<file path="src/rtl/stage_align_pkg.sv">
package stage_align_pkg;

    localparam int unsigned N_STAGES_DEF = 20;

    // Which half of the clock a storage element loads on.
    typedef enum logic {
        PH_A = 1'b0,   // odd stages resolve here
        PH_B = 1'b1    // even stages resolve here
    } phase_e;

    // Element idx of the lane for output bit bitpos (stage n-bitpos).
    // The first element runs on the stage's own half; later ones alternate.
    function automatic phase_e cell_phase(int unsigned n, int unsigned bitpos,
                                          int unsigned idx);
        return (((n - 1 - bitpos + idx) % 2) == 0) ? PH_A : PH_B;
    endfunction

    // The output word loads on the half of the final stage.
    function automatic phase_e word_phase(int unsigned n);
        return (((n - 1) % 2) == 0) ? PH_A : PH_B;
    endfunction

    function automatic logic pick_en(phase_e p, logic en_a, logic en_b);
        return (p == PH_A) ? en_a : en_b;
    endfunction

endpackage

</file>
<file path="src/rtl/half_cell.sv">
module half_cell (
    input  logic clk,
    input  logic rst,
    input  logic en,
    input  logic d,
    output logic q
);
    // One half-tick storage element: loads on its own half, holds otherwise.
    always_ff @(posedge clk) begin
        if (rst)     q <= 1'b0;
        else if (en) q <= d;
    end
endmodule

</file>
<file path="src/rtl/skew_lane.sv">
module skew_lane
    import stage_align_pkg::*;
#(
    parameter int unsigned N_STAGES = N_STAGES_DEF,
    parameter int unsigned BITPOS   = 0
) (
    input  logic clk,
    input  logic rst,
    input  logic ph1_en,
    input  logic ph2_en,
    input  logic d,
    output logic q
);
    // Lane depth equals the bit position: bit 0 (last stage) has no element.
    localparam int unsigned DEPTH = BITPOS;

    logic [DEPTH:0] tap;
    assign tap[0] = d;

    for (genvar j = 0; j < DEPTH; j++) begin : g_cell
        localparam phase_e CPH = cell_phase(N_STAGES, BITPOS, j);
        logic cell_en;
        assign cell_en = pick_en(CPH, ph1_en, ph2_en);
        half_cell u_cell (
            .clk (clk),
            .rst (rst),
            .en  (cell_en),
            .d   (tap[j]),
            .q   (tap[j+1])
        );
    end

    assign q = tap[DEPTH];
endmodule

</file>
<file path="src/rtl/fill_tracker.sv">
module fill_tracker
    import stage_align_pkg::*;
#(
    parameter int unsigned N_STAGES = N_STAGES_DEF
) (
    input  logic clk,
    input  logic rst,
    input  logic ph1_en,
    input  logic ph2_en,
    output logic filled
);
    localparam int unsigned CNT_W = $clog2(N_STAGES);
    localparam logic [CNT_W-1:0] LAST = CNT_W'(N_STAGES - 1);

    logic [CNT_W-1:0] seen;
    logic             first_en;
    logic             step;

    // Counting begins on the half of stage 1; after that every tick counts.
    assign first_en = pick_en(PH_A, ph1_en, ph2_en);
    assign step     = (seen == '0) ? first_en : (ph1_en | ph2_en);

    always_ff @(posedge clk) begin
        if (rst)                        seen <= '0;
        else if (step && seen != LAST)  seen <= seen + 1'b1;
    end

    assign filled = (seen == LAST);
endmodule

</file>
<file path="src/rtl/stage_bit_aligner.sv">
module stage_bit_aligner
    import stage_align_pkg::*;
#(
    parameter int unsigned N_STAGES = N_STAGES_DEF
) (
    input  logic                clk,
    input  logic                rst,
    input  logic                ph1_en,
    input  logic                ph2_en,
    input  logic [N_STAGES-1:0] stage_bits_i,
    output logic [N_STAGES-1:0] word_o,
    output logic                valid_o
);
    localparam phase_e OUT_PH = word_phase(N_STAGES);

    logic [N_STAGES-1:0] lane_q;
    logic                filled;
    logic                out_en;

    assign out_en = pick_en(OUT_PH, ph1_en, ph2_en);

    for (genvar b = 0; b < N_STAGES; b++) begin : g_lane
        skew_lane #(
            .N_STAGES (N_STAGES),
            .BITPOS   (b)
        ) u_lane (
            .clk    (clk),
            .rst    (rst),
            .ph1_en (ph1_en),
            .ph2_en (ph2_en),
            .d      (stage_bits_i[b]),
            .q      (lane_q[b])
        );
    end

    fill_tracker #(
        .N_STAGES (N_STAGES)
    ) u_fill (
        .clk    (clk),
        .rst    (rst),
        .ph1_en (ph1_en),
        .ph2_en (ph2_en),
        .filled (filled)
    );

    always_ff @(posedge clk) begin
        if (rst) begin
            word_o  <= '0;
            valid_o <= 1'b0;
        end else begin
            valid_o <= out_en & filled;
            if (out_en) word_o <= lane_q;
        end
    end
endmodule

</file>
<file path="config.mk">
export PLATFORM = sky130hd
export DESIGN_NAME = stage_bit_aligner
export DESIGN_NICKNAME = d
export VERILOG_FILES = /design/src/rtl/stage_align_pkg.sv /design/src/rtl/half_cell.sv /design/src/rtl/skew_lane.sv /design/src/rtl/fill_tracker.sv /design/src/rtl/stage_bit_aligner.sv
export SDC_FILE = /design/constraint.sdc
export NUM_CORES = 1
export LEC_CHECK = 0
export ABC_AREA = 1
export BUFFER_PORTS_ARGS = -buffer_cell sky130_fd_sc_hd__buf_2
export CAP_MARGIN = 20
export CORE_ASPECT_RATIO = 0.9
export CORE_MARGIN = 4
export CORE_UTILIZATION = 50
export DETAILED_ROUTE_END_ITERATION = 12
export GPL_TIMING_DRIVEN = 0
export HOLD_SLACK_MARGIN = 0.05
export PLACE_DENSITY = 0.75
export RECOVER_POWER = 25
export SYNTH_ARGS = -nofsm -noshare
export SYNTH_HDL_FRONTEND = slang
export SYNTH_SLANG_ARGS = --single-unit
</file>
<file path="constraint.sdc">
create_clock -name clk -period 1.1 [get_ports clk]
set_input_delay 0.22 -clock clk [delete_from_list [all_inputs] [get_ports clk]]
set_output_delay 0.22 -clock clk [all_outputs]
set_load 0.02 [all_outputs]
</file>
==> run_results.csv <==
group,metric,value,unit
placement,gp_congestion,0.767,
timing,max_freq,0.797,GHz
clock_tree,clock_latency,0.50,ns
floorplanning,fp-row-count,42,
power_and_ir_drop,finalPower,17600,uW
clock_tree,cts_sinks,216,
synth,ys_warn_count,0,
grt,antenna_found_initial,0,
critical_path,worstSetupPathType,"reg2reg",
timing,hold_violations,0,
clock_tree,cts_max_path_buffers,3,
clock_tree,numCtsBuffers,22,
job,cap_violations,0,
clock_tree,root_buffer,"clkbuf_16",
grt,grt_use_met3,0.0390,
synth,synth_top_area_cell,"dfxtp_1",
synth,async_reset_ff_frac,0,
timing,maxSlewHeadroom,0.629,
clock_tree,cts_tree,"built",
power_and_ir_drop,cell_internal_pwr,13400,uW
grt,grt_overflow_total,0,
synth,synthTopCellsByCount,"399 x nor2_1, 216 x dfxtp_1, 203 x o21ai_0, 30 x nor2_2",
placement,placement.io_buffers,42,
floorplanning,dieArea,17500,um^2
finish,nFillCells,1269,
route,drt_iter0_markers,477,
finish,drive_gt1_frac,0.196,
outcome,status,"complete, but fails checks",
timing,period_minus_slack,1.26,ns
timing,worstMarginPinSlew,0.557,ns
finish,fin_util,0.630,
power_and_ir_drop,p_seq_frac,0.488,
finish,area_growth,22.0,%
critical_path,crit_required,1.50,ns
route,ant_nets,0,
timing,maxSlewViolCount,0,
clock_tree,htreeDepth,1,
worst_hold_path,hp-class,"in2reg",
power_and_ir_drop,clockPowerShare,0.419,
route,via_per_inst,5.03,
floorplanning,start_util,0.516,
power_and_ir_drop,vdd_drop_max,1.21,mV
route,num_vias,6348,
synth,synth_edf_count,0,
synth,avgSynthCellArea,8.05,um^2
synth,synth_flop_cell,"dfxtp_1",
timing,layout_setup_ws,-0.155,ns
finish,fin_nets,1073,
grt,use_met1,0.273,
clock_tree,path_clk_slew,0.06,ns
floorplanning,fp.dieH,126,um
critical_path,end_kind,"flop",
timing,worst_clock_skew,0.0110,ns
outcome,violations,"setup timing",
grt,grt_busiest_layer,"met2",
synth,syn-instance-count,957,
route,drc,0,
synth,syn-num-nets,983,
synth,ys_seq_area_frac,0.562,
synth,ys_ff_latch,216,
grt,grt_max_degree,15,
grt,grt_pass1_wl,29300,um
route,wirelength,17600,um
power_and_ir_drop,p_per_area,1880,nW/um^2
placement,dp_slack,-0.178,ns
power_and_ir_drop,comb_power_share,0.094,
finish,n_antenna_cell,0,
power_and_ir_drop,swShare,0.238,
synth,synth_area_leaders,"dfxtp_1 56%, nor2_1 19%, o21ai_0 13%, buf_6 2.6%, nor2_2 2.4%",
timing,holdWs,0.186,ns
route,wl_per_cell,14.0,um
route,drtPass1Iterations,5,
synth,synth.most_common_cell,"nor2_1",
synth,ys_types,20,
floorplanning,fp.dieW,139,um
synth,yosys.area.top_type_share,0.562,
grt,grt_pass1_vias,5960,
grt,grt_usage,0.196,
timing,rsz0062_at_grt,"true",
timing,fin_crit_sh,1.14,
power_and_ir_drop,p_leak,0.00403,uW
placement,hpwl,10700,um
timing,setup-violations-final,27,
critical_path,cp-start-kind,"flop",
power_and_ir_drop,netSwitchingPower,4200,uW
floorplanning,num_io_pins,45,
critical_path,arrival,1.65,ns
grt,use_met2,0.317,
critical_path,worst-path-max-fanout,3,
floorplanning,coreArea,14900,um^2
synth,netlist_area,7700,um^2
-- worst paths after layout --
check | slack [ns] | start | depth (start not counted) | end
worst min register to register | 0.47 | g_lane[9].u_lane.g_cell[4].u_cell.q | 2 | g_lane[9].u_lane.g_cell[5].u_cell.q
worst max-delay path | -0.16 | u_fill.seen[0] | 7 | u_fill.seen[2]
worst min-delay path | 0.19 | ph2_en | 3 | word_o[1]
worst max register to register | -0.16 | u_fill.seen[0] | 7 | u_fill.seen[2]
-- cells in the final DEF (no fill, tap or decap), types with 4 or more instances in the layout --
cell and instances:
nor2_1 396, o21ai_0 203, dfxtp_1 193, buf_6 39
buf_2 39, nor2_2 32, clkbuf_1 23, clkbuf_16 23
dlygate4sd3_1 21, dfxtp_2 20, clkbuf_8 9, clkbuf_2 8
nand2_1 7, o21ai_1 7, a21oi_2 6, nand3_2 6
buf_8 4, clkinv_2 4
-- per-stage QoR --
step / TNS (ns) / cell area [um^2] / instances
2_1_floorplan: -0.125 / 7730 / 957
3_3_place_gp: -13.99 / 8190 / 1197
3_5_place_dp: -16.85 / 8190 / 1197
4_1_cts: -2.37 / 9360 / 1261
5_1_grt: -3.09 / 9400 / 1261
6_report: -2.07 / 9400 / 1261
-- power groups by stage --
stage | clock [uW] | combinational, uW | sequential, uW
2_1_floorplan | 0 | 1030 | 8740
3_3_place_gp | 0 | 1420 | 8730
3_5_place_dp | 0 | 1460 | 8750
4_1_cts | 7530 | 1640 | 8600
5_1_grt | 7830 | 1870 | 8660
6_report | 7390 | 1650 | 8610
-- cells by family (layout without fill, tap and decap cells) --
logic type	after synthesis	in the layout	share of synthesized area
buf+inv	77	182	0.0661
flops	216	216	0.562
simple gates	446	447	0.229
fa+ha+maj	2	2	0.00325
compound gates	216	216	0.140
-- registers in the layout (all words and copies together) (netlist names) --
name / count
valid_o: 1
word_o: 20
u_fill.seen: 5
g_lane.u_lane.g_cell.u_cell.q: 190
-- worst max-delay path: stages, from the launching register on --
cell	delay (ns)
dfxtp_2	0.34
buf_4	0.13
ha_1	0.21
inv_1	0.09
a21oi_2	0.19
nand3_2	0.09
nand2_1	0.06
nor2_1	0.04
-- cell type report --
type | count | area (um^2) | area share
multi-input cells | 665 | 2970 | 0.316
flip-flops and latches | 216 | 4360 | 0.464
well taps | 198 | 248 | 0.0264
clock buffers | 35 | 711 | 0.0756
repair buffers | 65 | 566 | 0.0602
plain buffers | 69 | 477 | 0.0507
inverters | 8 | 35.0 | 0.00373
clock inverters | 5 | 28.8 | 0.00306
-- what timing repair did --
action	in CTS	in global routing
buffers inserted	2	0
gates cloned	1	0
hold endpoints to repair	21	0
pin swaps	7	6
resized for setup	76	10
hold buffers	21	0
setup endpoints to repair	26	27
-- routing by layer --
layer | routed length (um) | vias to the layer above
met1 | 8430 | 2921
met4 | 309 | 0
met2 | 8030 | 142
met3 | 859 | 28
li1 | - | 3257
met5 | 0 | -
Note: power is estimated with default switching activity, not from simulation.
